==> src/rtl/mcseq_pkg.sv <==
package mcseq_pkg;
  typedef enum logic [3:0] {
    S_IDLE, S_CREQ, S_CLAT, S_SETUP,
    S_OREQ, S_OLAT, S_OSEND,
    S_EREQ, S_ELAT, S_MREQ, S_MLAT,
    S_IRECV, S_STEPEND
  } seq_state_t;
endpackage

==> src/rtl/mcseq_ctrlword.sv <==
module mcseq_ctrlword #(
  parameter int WORD_W = 16,
  parameter int NIB_W  = 4
) (
  input  logic              clk,
  input  logic              rst_n,
  input  logic              load,
  input  logic              shift,
  input  logic [WORD_W-1:0] word_in,
  output logic [NIB_W-1:0]  nib,
  output logic              last
);
  localparam int NIBS  = WORD_W / NIB_W;
  localparam int IDX_W = (NIBS > 1) ? $clog2(NIBS) : 1;

  logic [WORD_W-1:0] word_q;
  logic [IDX_W-1:0]  idx_q;

  always_ff @(posedge clk or negedge rst_n) begin
    if (!rst_n) begin
      word_q <= '0;
      idx_q  <= '0;
    end else if (load) begin
      word_q <= word_in;
      idx_q  <= '0;
    end else if (shift) begin
      word_q <= word_q << NIB_W;
      idx_q  <= idx_q + 1'b1;
    end
  end

  assign nib  = word_q[WORD_W-1 -: NIB_W];
  assign last = (idx_q == IDX_W'(NIBS - 1));
endmodule

==> src/rtl/mcseq_cmp.sv <==
module mcseq_cmp #(
  parameter int W = 16
) (
  input  logic         clk,
  input  logic         rst_n,
  input  logic         clr,
  input  logic         en,
  input  logic [W-1:0] rx,
  input  logic [W-1:0] expv,
  input  logic [W-1:0] mask,
  output logic         mism
);
  logic hit;
  assign hit = |((rx ^ expv) & mask);

  always_ff @(posedge clk or negedge rst_n) begin
    if (!rst_n)      mism <= 1'b0;
    else if (clr)    mism <= 1'b0;
    else if (en && hit) mism <= 1'b1;
  end
endmodule

==> src/rtl/mcseq_top.sv <==
module mcseq_top
  import mcseq_pkg::*;
#(
  parameter int WORD_W        = 16,
  parameter int ADDR_W        = 16,
  parameter int CNT_W         = 16,
  parameter int QUAD_WORDS    = 4,
  parameter int SCRATCH_WORDS = 8
) (
  input  logic              clk,
  input  logic              rst_n,
  input  logic              start,
  input  logic [CNT_W-1:0]  step_count,
  input  logic [ADDR_W-1:0] ctrl_base,
  input  logic [ADDR_W-1:0] table_base,
  output logic              mem_req,
  output logic [ADDR_W-1:0] mem_addr,
  input  logic [WORD_W-1:0] mem_rdata,
  output logic              dout_valid,
  input  logic              dout_ready,
  output logic [WORD_W-1:0] dout_data,
  input  logic              din_valid,
  output logic              din_ready,
  input  logic [WORD_W-1:0] din_data,
  output logic              busy,
  output logic              done,
  output logic              pass,
  output logic [CNT_W-1:0]  result
);
  localparam int WI_W = $clog2(QUAD_WORDS);
  localparam logic [WI_W-1:0] WI_LAST = WI_W'(QUAD_WORDS - 1);
  localparam logic [ADDR_W-1:0] QSTEP = ADDR_W'(QUAD_WORDS);
  localparam logic [ADDR_W-1:0] CSTEP = ADDR_W'(2 * QUAD_WORDS);

  seq_state_t state;
  logic [CNT_W-1:0]  cnt;
  logic [ADDR_W-1:0] cptr, tptr;
  logic [WI_W-1:0]   wi;
  logic [1:0]        oq;
  logic              iq;
  logic [WORD_W-1:0] obuf, ebuf, mbuf;
  logic [3:0]        nib;
  logic              nib_last, mism, cur_chk;
  logic              cw_load, cw_shift, cmp_clr, cmp_en;

  mcseq_ctrlword #(.WORD_W(WORD_W), .NIB_W(4)) u_cw (
    .clk(clk), .rst_n(rst_n), .load(cw_load), .shift(cw_shift),
    .word_in(mem_rdata), .nib(nib), .last(nib_last));

  mcseq_cmp #(.W(WORD_W)) u_cmp (
    .clk(clk), .rst_n(rst_n), .clr(cmp_clr), .en(cmp_en),
    .rx(din_data), .expv(ebuf), .mask(mbuf), .mism(mism));

  assign cur_chk    = iq ? nib[1] : nib[0];
  assign cw_load    = (state == S_CLAT);
  assign cw_shift   = (state == S_STEPEND) && !mism && (cnt != 1) && !nib_last;
  assign cmp_clr    = (state == S_SETUP);
  assign cmp_en     = (state == S_IRECV) && din_valid && cur_chk;
  assign dout_valid = (state == S_OSEND);
  assign dout_data  = obuf;
  assign din_ready  = (state == S_IRECV);
  assign busy       = (state != S_IDLE);

  always_comb begin
    mem_req  = 1'b1;
    mem_addr = tptr + ADDR_W'(wi);
    case (state)
      S_CREQ:          mem_addr = cptr;
      S_OREQ, S_EREQ:  mem_addr = tptr + ADDR_W'(wi);
      S_MREQ:          mem_addr = tptr + QSTEP + ADDR_W'(wi);
      default:         mem_req  = 1'b0;
    endcase
  end

  always_ff @(posedge clk or negedge rst_n) begin
    if (!rst_n) begin
      state  <= S_IDLE;
      cnt    <= '0;
      cptr   <= '0;
      tptr   <= '0;
      wi     <= '0;
      oq     <= '0;
      iq     <= 1'b0;
      obuf   <= '0;
      ebuf   <= '0;
      mbuf   <= '0;
      done   <= 1'b0;
      pass   <= 1'b0;
      result <= '0;
    end else begin
      done <= 1'b0;
      case (state)
        S_IDLE: if (start) begin
          cnt   <= step_count;
          cptr  <= ctrl_base;
          tptr  <= table_base + ADDR_W'(SCRATCH_WORDS);
          state <= S_CREQ;
        end
        S_CREQ:  state <= S_CLAT;
        S_CLAT:  state <= S_SETUP;
        S_SETUP: begin
          oq    <= nib[3:2];
          wi    <= '0;
          iq    <= 1'b0;
          state <= S_OREQ;
        end
        S_OREQ:  state <= S_OLAT;
        S_OLAT: begin
          obuf  <= mem_rdata;
          state <= S_OSEND;
        end
        S_OSEND: if (dout_ready) begin
          if (wi == WI_LAST) begin
            wi   <= '0;
            tptr <= tptr + QSTEP;
            if (oq != 0) begin
              oq    <= oq - 1'b1;
              state <= S_OREQ;
            end else if (nib[0])  state <= S_EREQ;
            else if (nib[1])      state <= S_IRECV;
            else                  state <= S_STEPEND;
          end else begin
            wi    <= wi + 1'b1;
            state <= S_OREQ;
          end
        end
        S_EREQ:  state <= S_ELAT;
        S_ELAT: begin
          ebuf  <= mem_rdata;
          state <= S_MREQ;
        end
        S_MREQ:  state <= S_MLAT;
        S_MLAT: begin
          mbuf  <= mem_rdata;
          state <= S_IRECV;
        end
        S_IRECV: if (din_valid) begin
          if (wi == WI_LAST) begin
            wi <= '0;
            if (cur_chk) tptr <= tptr + CSTEP;
            if (!iq && nib[1]) begin
              iq    <= 1'b1;
              state <= S_EREQ;
            end else state <= S_STEPEND;
          end else begin
            wi    <= wi + 1'b1;
            state <= cur_chk ? S_EREQ : S_IRECV;
          end
        end
        S_STEPEND: begin
          if (mism) begin
            done   <= 1'b1;
            pass   <= 1'b0;
            result <= cnt;
            state  <= S_IDLE;
          end else if (cnt == 1) begin
            cnt    <= '0;
            done   <= 1'b1;
            pass   <= 1'b1;
            result <= '0;
            state  <= S_IDLE;
          end else begin
            cnt <= cnt - 1'b1;
            if (nib_last) begin
              cptr  <= cptr + 1'b1;
              state <= S_CREQ;
            end else state <= S_SETUP;
          end
        end
        default: state <= S_IDLE;
      endcase
    end
  end
endmodule

==> config.mk <==
export PLATFORM = sky130hd
export DESIGN_NAME = mcseq_top
export DESIGN_NICKNAME = d
export VERILOG_FILES = /design/src/rtl/mcseq_pkg.sv /design/src/rtl/mcseq_ctrlword.sv /design/src/rtl/mcseq_cmp.sv /design/src/rtl/mcseq_top.sv
export SDC_FILE = /design/constraint.sdc
export NUM_CORES = 1
export LEC_CHECK = 0
export BUFFER_PORTS_ARGS = -buffer_cell sky130_fd_sc_hd__buf_2
export CORE_UTILIZATION = 52
export DETAILED_ROUTE_END_ITERATION = 12
export MAX_ROUTING_LAYER = met4
export PLACE_DENSITY_LB_ADDON = 0.1
export SLEW_MARGIN = 0
export SYNTH_ARGS = -nofsm -noshare
export SYNTH_HDL_FRONTEND = slang
export SYNTH_SLANG_ARGS = --single-unit
==> constraint.sdc <==
create_clock -name clk -period 2.9 [get_ports clk]
set_clock_uncertainty 0.05 [all_clocks]
set_input_delay 0 -clock clk [delete_from_list [all_inputs] [get_ports clk]]
set_output_delay 0 -clock clk [all_outputs]
set_load 0.05 [all_outputs]
### Yosys cells after proc, flatten, opt, wreduce, memory -nomap -nowiden

Index checks and enable logic that the tools add are counted.

* bits in registers: 142
* latch bits: 0
* bits in writable memories: 0
* memory bits (read-only): 0
* word-level logic and storage cells: 144
* memories: 0

* $add $sub $neg: 10
* $mul: 0
* divide/modulo/power cells: 0
* $lt $le $gt $ge: 0
* equality and inequality tests: 27
* shift-type cells: 0
* multiplexer cells: 58
* bitwise operators: 2
* reductions and logical operators: 31

Operator list (count)
* 16-bit two-way mux: 17
* 16-bit one-hot mux with 2 select lines: 3
* 4-bit one-hot mux with 13 select lines: 1
* 16-bit one-hot mux with 3 select lines: 1
* 4-bit two-way mux: 9
* 16-bit by 2-bit adder with 16-bit output: 2
* 16-bit by 4-bit adder with 16-bit output, second input constant: 2
* 2-bit two-way mux: 11
* 4-bit equality test, second input constant: 5
* 16-bit by 1-bit adder with 16-bit output, second input constant: 1
* 16-bit by 3-bit adder with 16-bit output, second input constant: 1
* 16-bit AND: 1
* 16-bit by 1-bit equality test with 1-bit output, second input constant: 1
* 4-bit by 3-bit equality test with 1-bit output, second input constant: 4
* 16-bit by 1-bit inequality test with 1-bit output, second input constant: 1
* 16-bit OR reduction: 1
* 16-bit by 1-bit subtractor with 16-bit output, second input constant: 1
* 16-bit XOR: 1
* 2-bit nonzero test: 7
* 1-bit two-way mux: 12
* 2-bit by 1-bit inequality test with 1-bit output, second input constant: 6
* 2-bit inequality test, second input constant: 5
* 3-bit AND reduction: 3
* 4-bit by 2-bit equality test with 1-bit output, second input constant: 2
* 18 further kinds: 30

### Depth between registers and ports, before layout

Gate-level depths: netlist of run 1.

* word-level depth: 6
* mapped depth: 11

### Cells and area by module

Synthesis of run 1 repeated with hierarchy kept, for this count alone.

* cell total of the unflattened synthesis: 946
* area total of the unflattened synthesis: 8589.5 um^2

Modules (own cells, without submodules)
* mcseq_top: instances 1, cells an instance 837, area an instance 7487.2 um^2
* mcseq_ctrlword: instances 1, cells an instance 80, area an instance 849.6 um^2
* mcseq_cmp: instances 1, cells an instance 29, area an instance 252.7 um^2

### Worst setup path after synthesis of run 1

Ideal clock, no wire load.

* path kind: register to output
* start: register tptr[3]
* end: output port mem_addr[14]
* arrival: 3246 ps
* data required time: 2850 ps
* setup slack: -396 ps
* cell stages (with the launch flop): 9
* path buffers: 1
* path through: dfrtp_1 > ha_1 > clkbuf_1 > and4b_1 > mux2i_1 > o32a_1 > nor4_1 > a31oi_1 > o31ai_1

* cells in the longest elaborated chain, start to end: 3

Ends and longest elaborated chain
* start: declaration: line mcseq_top.sv:37 `logic [ADDR_W-1:0] cptr, tptr;`
* start signal: assignment: line mcseq_top.sv:96 `tptr <= table_base + ADDR_W'(SCRATCH_WORDS);`
* start signal: assignment: line mcseq_top.sv:115 `tptr <= tptr + QSTEP;`
* start signal: assignment: line mcseq_top.sv:140 `if (cur_chk) tptr <= tptr + CSTEP;`
* 16-bit by 3-bit adder with 16-bit output: line mcseq_top.sv:70 `S_MREQ: mem_addr = tptr + QSTEP + ADDR_W'(wi);`
* 16-bit by 2-bit adder with 16-bit output: line mcseq_top.sv:70
* 16-bit one-hot mux with 2 select lines (*): line mcseq_top.sv:67 `case (state)`
* end: declaration: line mcseq_top.sv:17 `output logic [ADDR_W-1:0] mem_addr,`

Every way passes the cells marked *; elsewhere a longest branch is shown, timed or not.

### Final worst setup path of run 1

* start: register state[2]
* end: output port mem_addr[15]

* cells in the longest elaborated chain, start to end: 2

Ends and longest elaborated chain
* start: declaration: line mcseq_top.sv:35 `seq_state_t state;`
* start signal: assignment: line mcseq_top.sv:147 `state <= cur_chk ? S_EREQ : S_IRECV;`
* 4-bit equality test / 4-bit by 1-bit equality test with 1-bit output (equally long branches): line mcseq_top.sv:67
* 16-bit one-hot mux with 2 select lines (*): line mcseq_top.sv:67

Marked as above.

==> results.py, run 1 <==
metrics = {
    "setup_path": {
        "critPathSlowestCell": "dfrtp_1",
        "startpoint_type": "flop",
        "crit_arrival_ns": 2.84,
        "worstPathCellList": "buf_6, nand4bb_4, buf_6, nor4_2, buf_4, xor2_4, nand4_1, o31a_1, nor3_2, buf_6",
        "cp_max_fo": 18,
        "cp.buffers_inverters": 4,
        "r2r_start": "cnt[11]$_DFFE_PN0P_",
        "critical_path_class": "reg2out",
        "critPathTopFamily": "simple AND/OR/NAND/NOR gates",
        "crit_path_end_kind": "primary output",
        "rr_endpoint": "cnt[10]$_DFFE_PN0P_",
        "r2r_slack_ns": 0.17,
        "cp.required_ns": 2.85,
        "slowest_delay_ns": 0.40,
        "worst-r2r-cell-count": 7,
        "crit_path_frequent_cell": "buf_6",
    },
    "grt": {
        "grt_max_degree": 92,
        "grt_remaining_overflow": 0,
        "track_usage_pct": 28.88,
        "grt_pass1_wl_mm": 36.57,
        "grt_pass1_vias": 7230,
        "antenna_found_initial": 0,
    },
    "die": {
        "die_x_um": 129.0,
        "core_sq_um": 15830,
        "die_area_sq_um": 16640,
        "die_h_um": 129.0,
        "pin_count": 139,
        "num_rows": 46,
        "start_util_pct": 52.97,
    },
    "run": {
        "max_cap_viol_count": 0,
    },
    "synth": {
        "syn-num-nets": 1010,
        "yosysSeqAreaShare_pct": 42.38,
        "async_flop_share_pct": 100.0,
        "syn_area_per_cell_sq_um": 9.173,
        "synth_cell_types": 68,
        "ys_warn_count": 0,
        "ys.flop_type": "dfrtp_1",
        "netlist_area_sq_um": 8384,
        "synth_seq_cells": 142,
        "synth_cells": 914,
        "synth_edf_count": 0,
    },
    "finish": {
        "n_fill_cell": 1237,
        "diodes": 0,
        "final_nets": 1237,
        "syn_to_final_growth_pct": 32.13,
        "drive_gt1_share_pct": 29.64,
    },
    "timing": {
        "drv_slew": 0,
        "maxSlewHeadroom_pct": 23.45,
        "clock.fmax_mhz": 346.2,
        "rsz0062_at_grt": "true",
        "worst_pin_slew_ns": 1.148,
        "finalCritPeriodShare_pct": 99.61,
        "tns_ns": 0,
        "setup_viol": 0,
        "fin_crit_ns": 2.889,
        "hold_violations": 0,
    },
    "detailed_routing": {
        "drt_wl_total_mm": 22.76,
        "drtAntennaViolNets": 0,
        "wire_per_inst_um": 16.61,
        "first_pass_iters": 5,
        "post_drt_via_cell_ratio": 5.782,
        "drc": 0,
        "vias": 7921,
        "drtIter0Drc": 663,
    },
    "hold_path": {
        "hold_path_depth": 4,
        "hold_end": "tptr[14]$_DFFE_PN0P_",
        "worstHoldStart": "table_base[14]",
        "hold_path.class": "in2reg",
    },
    "status": {
        "outcome": "finished clean",
    },
    "place": {
        "gp_congestion": 0.8897,
        "hpwl_mm": 15.41,
        "portBuffers": 138,
    },
    "power_and_ir_drop": {
        "p_leak_nw": 4.946,
        "total_power_mw": 11.23,
        "worst_ir_drop_vdd_mv": 0.6288,
        "power_density_nw_per_um2": 1013,
    },
    "clock_network": {
        "root_buffer": "clkbuf_16",
        "insertion_delay_ns": 0.43,
        "cts_buffers": 17,
        "htreeDepth": 4,
        "cts_tree": "built",
        "cts.sink_count": 142,
        "cts.reportedPaths.clkPinSlew_ns": 0.07,
        "clockBufferDepth": 2,
    },
}
-- report_power, final --
part / leakage (nW) / switching [mW] / internal (mW)
Combinational: 2.91 / 3.40 / 2.12
Clock: 0.276 / 0.943 / 1.15
Sequential: 1.76 / 0.799 / 2.81
-- cell usage after synthesis, types with 9 or more instances --
cell	instances	area, sq um
a22o_1	22	192.7
clkbuf_1	51	191.4
nand4_1	9	56.30
nand3_1	18	90.09
inv_1	18	67.56
mux2i_1	27	270.3
mux2_2	54	608.1
nand2_1	96	360.4
nor3_1	31	155.2
nor4_1	18	112.6
dfrtp_1	142	3553
xor2_1	25	219.0
nor2_1	64	240.2
nand2b_1	10	62.56
xnor2_1	20	175.2
o21ai_0	90	450.4
ha_1	10	125.1
a21oi_1	68	340.3
-- layer usage --
layer  up-vias  track usage [%]  wire [um]  part of all wire, %
met2       290            42.73      10270                   45
li1       3811                -          -                    -
met4         0            7.958        327                  1.4
met5         -                -          0                    0
met1      3789            40.62      10890                   48
met3        31            5.114       1276                  5.6
-- final cells by class --
class | instances | area (sq um) | area share (%)
inverter | 19 | 71.32 | 0.6438
multi-input combinational | 696 | 4761 | 42.98
clock buffer | 18 | 439.2 | 3.964
clock inverter | 14 | 127.6 | 1.152
sequential | 142 | 3560 | 32.13
tap | 216 | 270.3 | 2.440
timing repair buffer | 265 | 1849 | 16.69
-- cell families after synthesis --
kind of cell               share of synthesized area [%]
DFF                                                42.38
adders and majority gates                          1.731
and+or+nand+nor                                    17.13
buffers and inverters                              3.567
muxes                                              10.66
AOI/OAI and AO/OA                                  19.83
xor gates and xnor gates                           4.701
-- worst max-delay path by stage --
stage / endpoint / slack, ns / start / cells past startpoint
6_report: mem_addr[15] / 0.01 / state[2]$_DFFE_PN0P_ / 10
5_1_grt: mem_addr[15] / -0.16 / tptr[2]$_DFFE_PN0P_ / 9
4_1_cts: mem_addr[15] / 0.004 / state[2]$_DFFE_PN0P_ / 9
3_5_place_dp: cnt[10]$_DFFE_PN0P_ / 0.23 / cnt[11]$_DFFE_PN0P_ / 7
3_3_place_gp: cnt[10]$_DFFE_PN0P_ / 0.21 / cnt[11]$_DFFE_PN0P_ / 7
2_1_floorplan: mem_addr[14] / -0.05 / tptr[3]$_DFFE_PN0P_ / 8
-- stage by stage --
step	cells	worst slack (ns)	hold slack (ns)	util, %	instance area (sq um)
after detailed placement	1260	0.2305	0.07794	60.32	9548
final	1370	0.01117	0.02985	69.99	11080
after floorplan	914	-0.05212	-0.3456	-	8414
after global routing	1370	-0.1587	0.06872	69.99	11080
after CTS	1357	0.003653	0.02098	68.69	10870
after global placement	1260	0.2140	0.07804	60.32	9548
-- worst reg2reg max path: stages, from the launching register on --
cell     delay, ns
dfrtp_1       0.44
or4_1         0.59
or3_1         0.40
o31ai_2       0.41
buf_4         0.23
nor4_1        0.07
a21o_1        0.18
a32o_1        0.25
-- placed cells by master, fill, tap and decap left out, types with 9 or more instances in the layout --
cell             n
a21oi_1         67
a22o_1          22
buf_2          130
buf_4           64
buf_6           10
clkbuf_16       17
dfrtp_1        137
dlygate4sd3_1   59
ha_1             9
inv_1           18
mux2_2          54
mux2i_1         27
nand2_1         96
nand2b_1        10
nand3_1         18
nand4_1          9
nor2_1          63
nor3_1          24
nor4_1          11
o21ai_0         86
xnor2_1         18
xor2_1          24
-- flip-flops by register name (all words and copies together) (netlist names), 2 cells and up --
| name | count |
|---|---|
| cptr | 16 |
| dout_data | 16 |
| result | 16 |
| cnt | 16 |
| state | 4 |
| wi | 2 |
| tptr | 16 |
| u_cw.idx_q | 2 |
| oq | 2 |
| mbuf | 16 |
| ebuf | 16 |
| u_cw.word_q | 16 |
-- what timing repair did --
action                                 CTS  global route
hold buffers                            59             0
resized for setup                       26            28
endpoints found under the hold margin  194             0
setup endpoints to repair                7             9
gates cloned                             1             0
pin swaps                                6             7
buffers inserted                         5            13
Power figures use the tool's default switching activity.
==> run 2, diff against run 1 <==
ABC_AREA = 1   (was not set)
==> run 2 against run 1 <==
  * Register-to-register slack improved by 0.24 ns
  * Cell area shrank 3.9%
  * Routed wire length up 3.7%
  * Sequential share of layout area is 1.3 points higher
  * Synthesized cell count rose by 30%
  * Non-clock buffer count shrank 54
  * Worst setup slack improved by 0.20 ns
  * Critical path depth unchanged
  * Critical endpoint is now mem_addr[10]
  * Sequential power about the same
==> results.py, run 2 <==
metrics = {
    "status": {
        "outcome": "finished clean",
    },
    "clock_network": {
        "cts_tree": "built",
        "cts_buffers": 17,
        "cts.sink_count": 142,
        "clockBufferDepth": 2,
        "insertion_delay_ns": 0.43,
        "root_buffer": "clkbuf_16",
        "cts.reportedPaths.clkPinSlew_ns": 0.06,
        "htreeDepth": 4,
    },
    "synth": {
        "synth_area_leader_cell": "dfrtp_1",
        "synth_seq_cells": 142,
        "synth_cells": 1184,
        "synthTopCellsByArea": "dfrtp_1 41%, nand2_1 14%, o21ai_0 7.4%",
        "yosysSeqAreaShare_pct": 41.42,
        "syn_area_per_cell_sq_um": 7.246,
        "syn-num-nets": 1280,
        "yosysTopAreaCellShare_pct": 41.42,
        "synthTopCellsByCount": "315 x nand2_1, 142 x dfrtp_1, 127 x o21ai_0, 111 x inv_1, 100 x nand3_1",
        "async_flop_share_pct": 100.0,
        "ys_warn_count": 0,
        "ys.flop_type": "dfrtp_1",
        "netlist_area_sq_um": 8579,
        "post-synth-top-count-cell": "nand2_1",
        "synth_edf_count": 0,
        "synth_cell_types": 46,
    },
    "grt": {
        "grt_pass1_vias": 8043,
        "track_usage_pct": 29.61,
        "antenna_found_initial": 0,
        "grt_max_degree": 83,
        "grt_remaining_overflow": 0,
        "grt_pass1_wl_mm": 38.23,
    },
    "run": {
        "max_cap_viol_count": 0,
    },
    "die": {
        "die_h_um": 130.5,
        "pin_count": 139,
        "core_sq_um": 16000,
        "die_area_sq_um": 17020,
        "die_x_um": 130.5,
        "num_rows": 46,
        "start_util_pct": 53.62,
    },
    "timing": {
        "tns_ns": 0,
        "rsz0062_at_grt": "true",
        "maxSlewHeadroom_pct": 35.06,
        "setup_viol": 0,
        "fin_crit_ns": 2.693,
        "finalCritPeriodShare_pct": 92.87,
        "drv_slew": 0,
        "hold_violations": 0,
        "clock.fmax_mhz": 371.3,
        "worst_pin_slew_ns": 0.9718,
        "setup_slack_ns": 0.2067,
    },
    "setup_path": {
        "slowest_delay_ns": 0.38,
        "cp.required_ns": 2.85,
        "crit_path_end_kind": "primary output",
        "worst-r2r-cell-count": 9,
        "worstPathCellList": "ha_1, inv_1, fa_1, nand3b_1, nor2_4, nand4_1, o21ai_0, nand3_1, o21ai_1, buf_2",
        "critPathSlowestCell": "dfrtp_1",
        "critical_path_class": "reg2out",
        "crit_arrival_ns": 2.64,
        "cp_max_fo": 3,
        "startpoint_type": "flop",
    },
    "finish": {
        "seq_area_sq_um": 3558,
        "multi_input_area_sq_um": 4382,
        "n_fill_cell": 1445,
        "layout_commonest_cell": "nand2_1",
        "drive_gt1_share_pct": 18.70,
        "final_cell_area_sq_um": 10650,
        "syn_to_final_growth_pct": 24.09,
        "final_nets": 1469,
        "diodes": 0,
        "layout_common_cells": "314 x nand2_1, 138 x dfrtp_1, 133 x buf_2",
    },
    "power_and_ir_drop": {
        "p_leak_nw": 5.237,
        "power_density_nw_per_um2": 1110,
        "worst_ir_drop_vdd_mv": 0.9106,
    },
    "detailed_routing": {
        "post_drt_via_cell_ratio": 5.390,
        "drt_wl_total_mm": 23.60,
        "drc": 0,
        "drtAntennaViolNets": 0,
        "drtIter0Drc": 507,
        "first_pass_iters": 5,
        "vias": 8629,
        "wire_per_inst_um": 14.74,
    },
    "hold_path": {
        "hold_path_depth": 6,
        "hold_path.class": "in2reg",
    },
    "place": {
        "portBuffers": 138,
        "pre_cts_ws_ns": 0.5306,
        "placed_area_sq_um": 9432,
        "gp_congestion": 0.9194,
        "hpwl_mm": 16.56,
    },
}
-- run 2: changes by cell type in the layout (fill, tap and decap cells not counted), sizes merged, moves of 51 or more --
| cell | delta |
|---|---|
| nand2 | +228 |
| inv | +101 |
| nand3 | +84 |
| o21ai | +73 |
| buf | -56 |
| mux2 | -54 |
| nor2 | +51 |
-- run 2: layer usage --
metal  track usage (%)  vias up  part of all wire (%)
met5                 -        -                     0
met4             11.43        0                   2.4
met3             3.868       51                   3.5
met2             49.50      217                    50
met1             36.66     4043                    44
li1                  -     4318                     -
-- run 2: timing repair --
action | CTS | global route
hold endpoints to repair | 168 | 0
resized for setup | 0 | 18
endpoints found under the setup margin | 0 | 12
buffers inserted | 0 | 1
hold buffers | 61 | 0
-- run 2: cell families after synthesis --
group	count (synthesis)	synth area share (%)
mux	1	0.1312
compound gates	263	17.63
fa+ha+maj	11	1.692
buf+inv	167	7.919
flops	142	41.42
xor+xnor	11	1.123
simple gates	589	30.09
-- run 2: worst max-delay path: cells and delay by family (launching register included) --
kind / cells / cell delay, ns
simple gates: 4 / 0.63
fa+ha+maj: 2 / 0.56
flops: 1 / 0.38
buf+inv: 2 / 0.34
compound gates: 2 / 0.31
-- run 2: worst paths after layout --
path                                   startpoint                      to  slack, ns
max                             wi[0]$_DFFE_PN0P_            mem_addr[10]       0.21
max reg2reg                  state[3]$_DFFE_PN0P_     tptr[4]$_DFFE_PN0P_       0.41
max in group asynchronous                   rst_n  result[13]$_DFFE_PN0P_       1.87
min in group asynchronous                   rst_n    tptr[14]$_DFFE_PN0P_       0.07
min                                 table_base[8]     tptr[8]$_DFFE_PN0P_       0.01
min reg2reg                result[10]$_DFFE_PN0P_  result[10]$_DFFE_PN0P_       0.43
-- run 2: through the flow --
| stage | std cells | utilization, % | hold slack, ns | power [mW] |
|---|---|---|---|---|
| floorplan | 1184 | - | -0.3456 | 8.175 |
| global placement | 1507 | 58.95 | -0.02512 | 9.521 |
| detailed placement | 1507 | 58.95 | -0.01096 | 9.626 |
| CTS | 1599 | 66.10 | 0.008939 | 11.74 |
| global route | 1601 | 66.54 | 0.05235 | 12.72 |
| finish | 1601 | 66.54 | 0.01144 | 11.82 |
-- run 2: where the power goes --
group | switching (mW) | internal [mW]
clock | 0.863 | 1.12
combinational | 4.39 | 1.81
sequential | 0.749 | 2.90
total | 6.00 | 5.82
-- run 2: area by class of cell --
cell class / count / share of cell area [%]
clock buffers: 20 / 4.196
clock inverters: 11 / 0.8227
inverters: 125 / 4.407
multi-input cells: 876 / 41.16
flip-flops and latches: 142 / 33.42
well taps: 216 / 2.538
repair buffers: 211 / 13.46
==> run 3, diff against run 2 <==
CORE_UTILIZATION = 55   (was 52)
clock period = 3.1 ns   (was 2.9 ns; I/O delays follow)
==> run 3 against run 2 <==
  * Count of clock-buffer cells in the layout stayed put
  * Register-to-register slack better by 0.12 ns
  * Sequential cell count unchanged
  * Largest power group unchanged
  * First-iteration DRC count is 31% higher
  * Global-route usage grew 1.1 points
==> results.py, run 3 (synthesis gave the netlist of run 2 again) <==
metrics = {
    "status": {
        "outcome": "finished clean",
    },
    "die": {
        "num_rows": 45,
        "die_x_um": 126.9,
        "pin_count": 139,
        "die_h_um": 126.9,
        "core_sq_um": 15200,
        "die_area_sq_um": 16100,
        "start_util_pct": 56.44,
    },
    "setup_path": {
        "cp_max_fo": 6,
        "r2r_start": "state[2]$_DFFE_PN0P_",
        "worstPathCellList": "ha_1, nand2_1, nor2_2, nand2_1, nand2_1, nand2_1, nand2_1, nand2_1, inv_1, nand2_1, nor2_1, nand2_1, nand2_1, nand3_1, o21ai_1, buf_2",
        "r2r_slack_ns": 0.53,
        "crit_path_frequent_cell": "nand2_1",
        "crit_arrival_ns": 2.77,
        "cp.buffers_inverters": 2,
        "rr_endpoint": "tptr[7]$_DFFE_PN0P_",
        "critical_path_class": "reg2out",
        "critPathSlowestCell": "dfrtp_1",
        "cp.required_ns": 3.05,
        "worst-r2r-cell-count": 12,
        "crit_path_end_kind": "primary output",
        "critPathTopFamily": "simple AND/OR/NAND/NOR gates",
        "slowest_delay_ns": 0.45,
        "startpoint_type": "flop",
    },
    "clock_network": {
        "cts_buffers": 17,
        "insertion_delay_ns": 0.42,
        "cts_tree": "built",
        "cts.reportedPaths.clkPinSlew_ns": 0.06,
        "htreeDepth": 4,
        "clockBufferDepth": 2,
        "root_buffer": "clkbuf_16",
        "cts.sink_count": 142,
    },
    "detailed_routing": {
        "post_drt_via_cell_ratio": 5.520,
        "first_pass_iters": 6,
        "vias": 8667,
        "drtIter0Drc": 662,
        "wire_per_inst_um": 14.63,
        "drc": 0,
        "drtAntennaViolNets": 0,
        "drt_wl_total_mm": 22.96,
    },
    "power_and_ir_drop": {
        "p_leak_nw": 5.275,
        "worst_ir_drop_vdd_mv": 0.8269,
        "power_density_nw_per_um2": 1052,
        "total_power_mw": 11.13,
    },
    "hold_path": {
        "worstHoldStart": "table_base[8]",
        "hold_path_depth": 6,
        "hold_path.class": "in2reg",
        "hold_end": "tptr[8]$_DFFE_PN0P_",
    },
    "finish": {
        "layout_commonest_cell": "nand2_1",
        "multi_input_area_sq_um": 4352,
        "seq_area_sq_um": 3553,
        "diodes": 0,
        "final_nets": 1465,
        "syn_to_final_growth_pct": 23.32,
        "drive_gt1_share_pct": 18.02,
        "layout_common_cells": "315 x nand2_1, 142 x dfrtp_1, 137 x buf_2",
        "instances_no_fill": 1570,
        "n_fill_cell": 1320,
    },
    "timing": {
        "worst_pin_slew_ns": 0.9678,
        "hold_violations": 0,
        "setup_viol": 0,
        "clock.fmax_mhz": 354.9,
        "fin_crit_ns": 2.818,
        "finalCritPeriodShare_pct": 90.90,
        "rsz0062_at_grt": "false",
        "tns_ns": 0,
        "maxSlewHeadroom_pct": 35.33,
        "drv_slew": 0,
    },
    "run": {
        "max_cap_viol_count": 0,
    },
    "place": {
        "hpwl_mm": 16.15,
        "portBuffers": 138,
        "dp_cells": 1477,
        "gp_congestion": 0.9343,
    },
    "grt": {
        "antenna_found_initial": 0,
        "track_usage_pct": 30.76,
        "grt_remaining_overflow": 0,
        "grt_max_degree": 85,
        "grt_pass1_wl_mm": 38.30,
        "grt_pass1_vias": 8131,
    },
}
run 3: changes by cell type in the layout (fill, tap and decap cells not counted), moves of 2 or more:
cell | previous run | this run
clkinvlp_4 | 7 | 2
buf_2 | 133 | 137
buf_4 | 12 | 8
dfrtp_1 | 138 | 142
dfrtp_2 | 4 | 0
inv_6 | 2 | 6
clkbuf_4 | 2 | 0
nor2_1 | 95 | 97
nor2_2 | 13 | 11
run 3: where the power goes:
group | internal (mW) | switching (mW) | total [mW] | leakage (nW)
Sequential | 2.70 | 0.695 | 3.40 | 1.70
Combinational | 1.64 | 4.06 | 5.71 | 3.30
Clock | 1.17 | 0.854 | 2.02 | 0.281
run 3: metrics by stage:
stage	utilization, %	setup slack, ns	hold slack, ns	area [sq um]
final	69.60	0.2820	0.04184	10580
after global routing	69.60	0.02637	0.06597	10580
after CTS	69.56	0.2237	0.02330	10580
after floorplan	-	0.5188	-0.3456	8579
after detailed placement	61.71	0.6247	-0.03073	9382
after global placement	61.71	0.5957	-0.03165	9382
run 3: worst max-delay path by stage:
stage,start,end,cells after the start
global placement,state[0]$_DFFE_PN0P_,result[7]$_DFFE_PN0P_,8
detailed placement,state[2]$_DFFE_PN0P_,tptr[13]$_DFFE_PN0P_,14
floorplan,wi[0]$_DFFE_PN0P_,mem_addr[4],7
global route,tptr[2]$_DFFE_PN0P_,mem_addr[13],16
finish,tptr[2]$_DFFE_PN0P_,mem_addr[13],16
CTS,state[0]$_DFFE_PN0P_,mem_addr[11],13
run 3: per-layer routing:
metal  vias to the layer above  routed length (um)  track usage, %  part of all wire [%]
met5                         -                   0               -                     0
met4                         0                 460           9.594                   2.0
met3                        43                 980           4.935                   4.3
met2                       288               11350           51.26                    49
met1                      4021               10170           38.49                    44
li1                       4315                   -               -                     -
run 3: worst min-delay path: stages:
cell and delay (ns):
buf_2 0.08, nand2_1 0.05, o21ai_2 0.09, nand2_1 0.07, nand3_1 0.11, a21oi_1 0.07
run 3: final cells by class:
class,instances,area share (%)
timing repair buffer,208,13.11
clock buffer,20,4.316
inverter,125,4.435
multi-input combinational,875,41.13
tap,188,2.223
clock inverter,12,1.194
sequential,142,33.59
run 3: timing repair:
item	in CTS	in global routing
endpoints found under the setup margin	0	3
hold buffers	61	0
buffers inserted	0	0
resized for setup	0	1
endpoints found under the hold margin	165	0
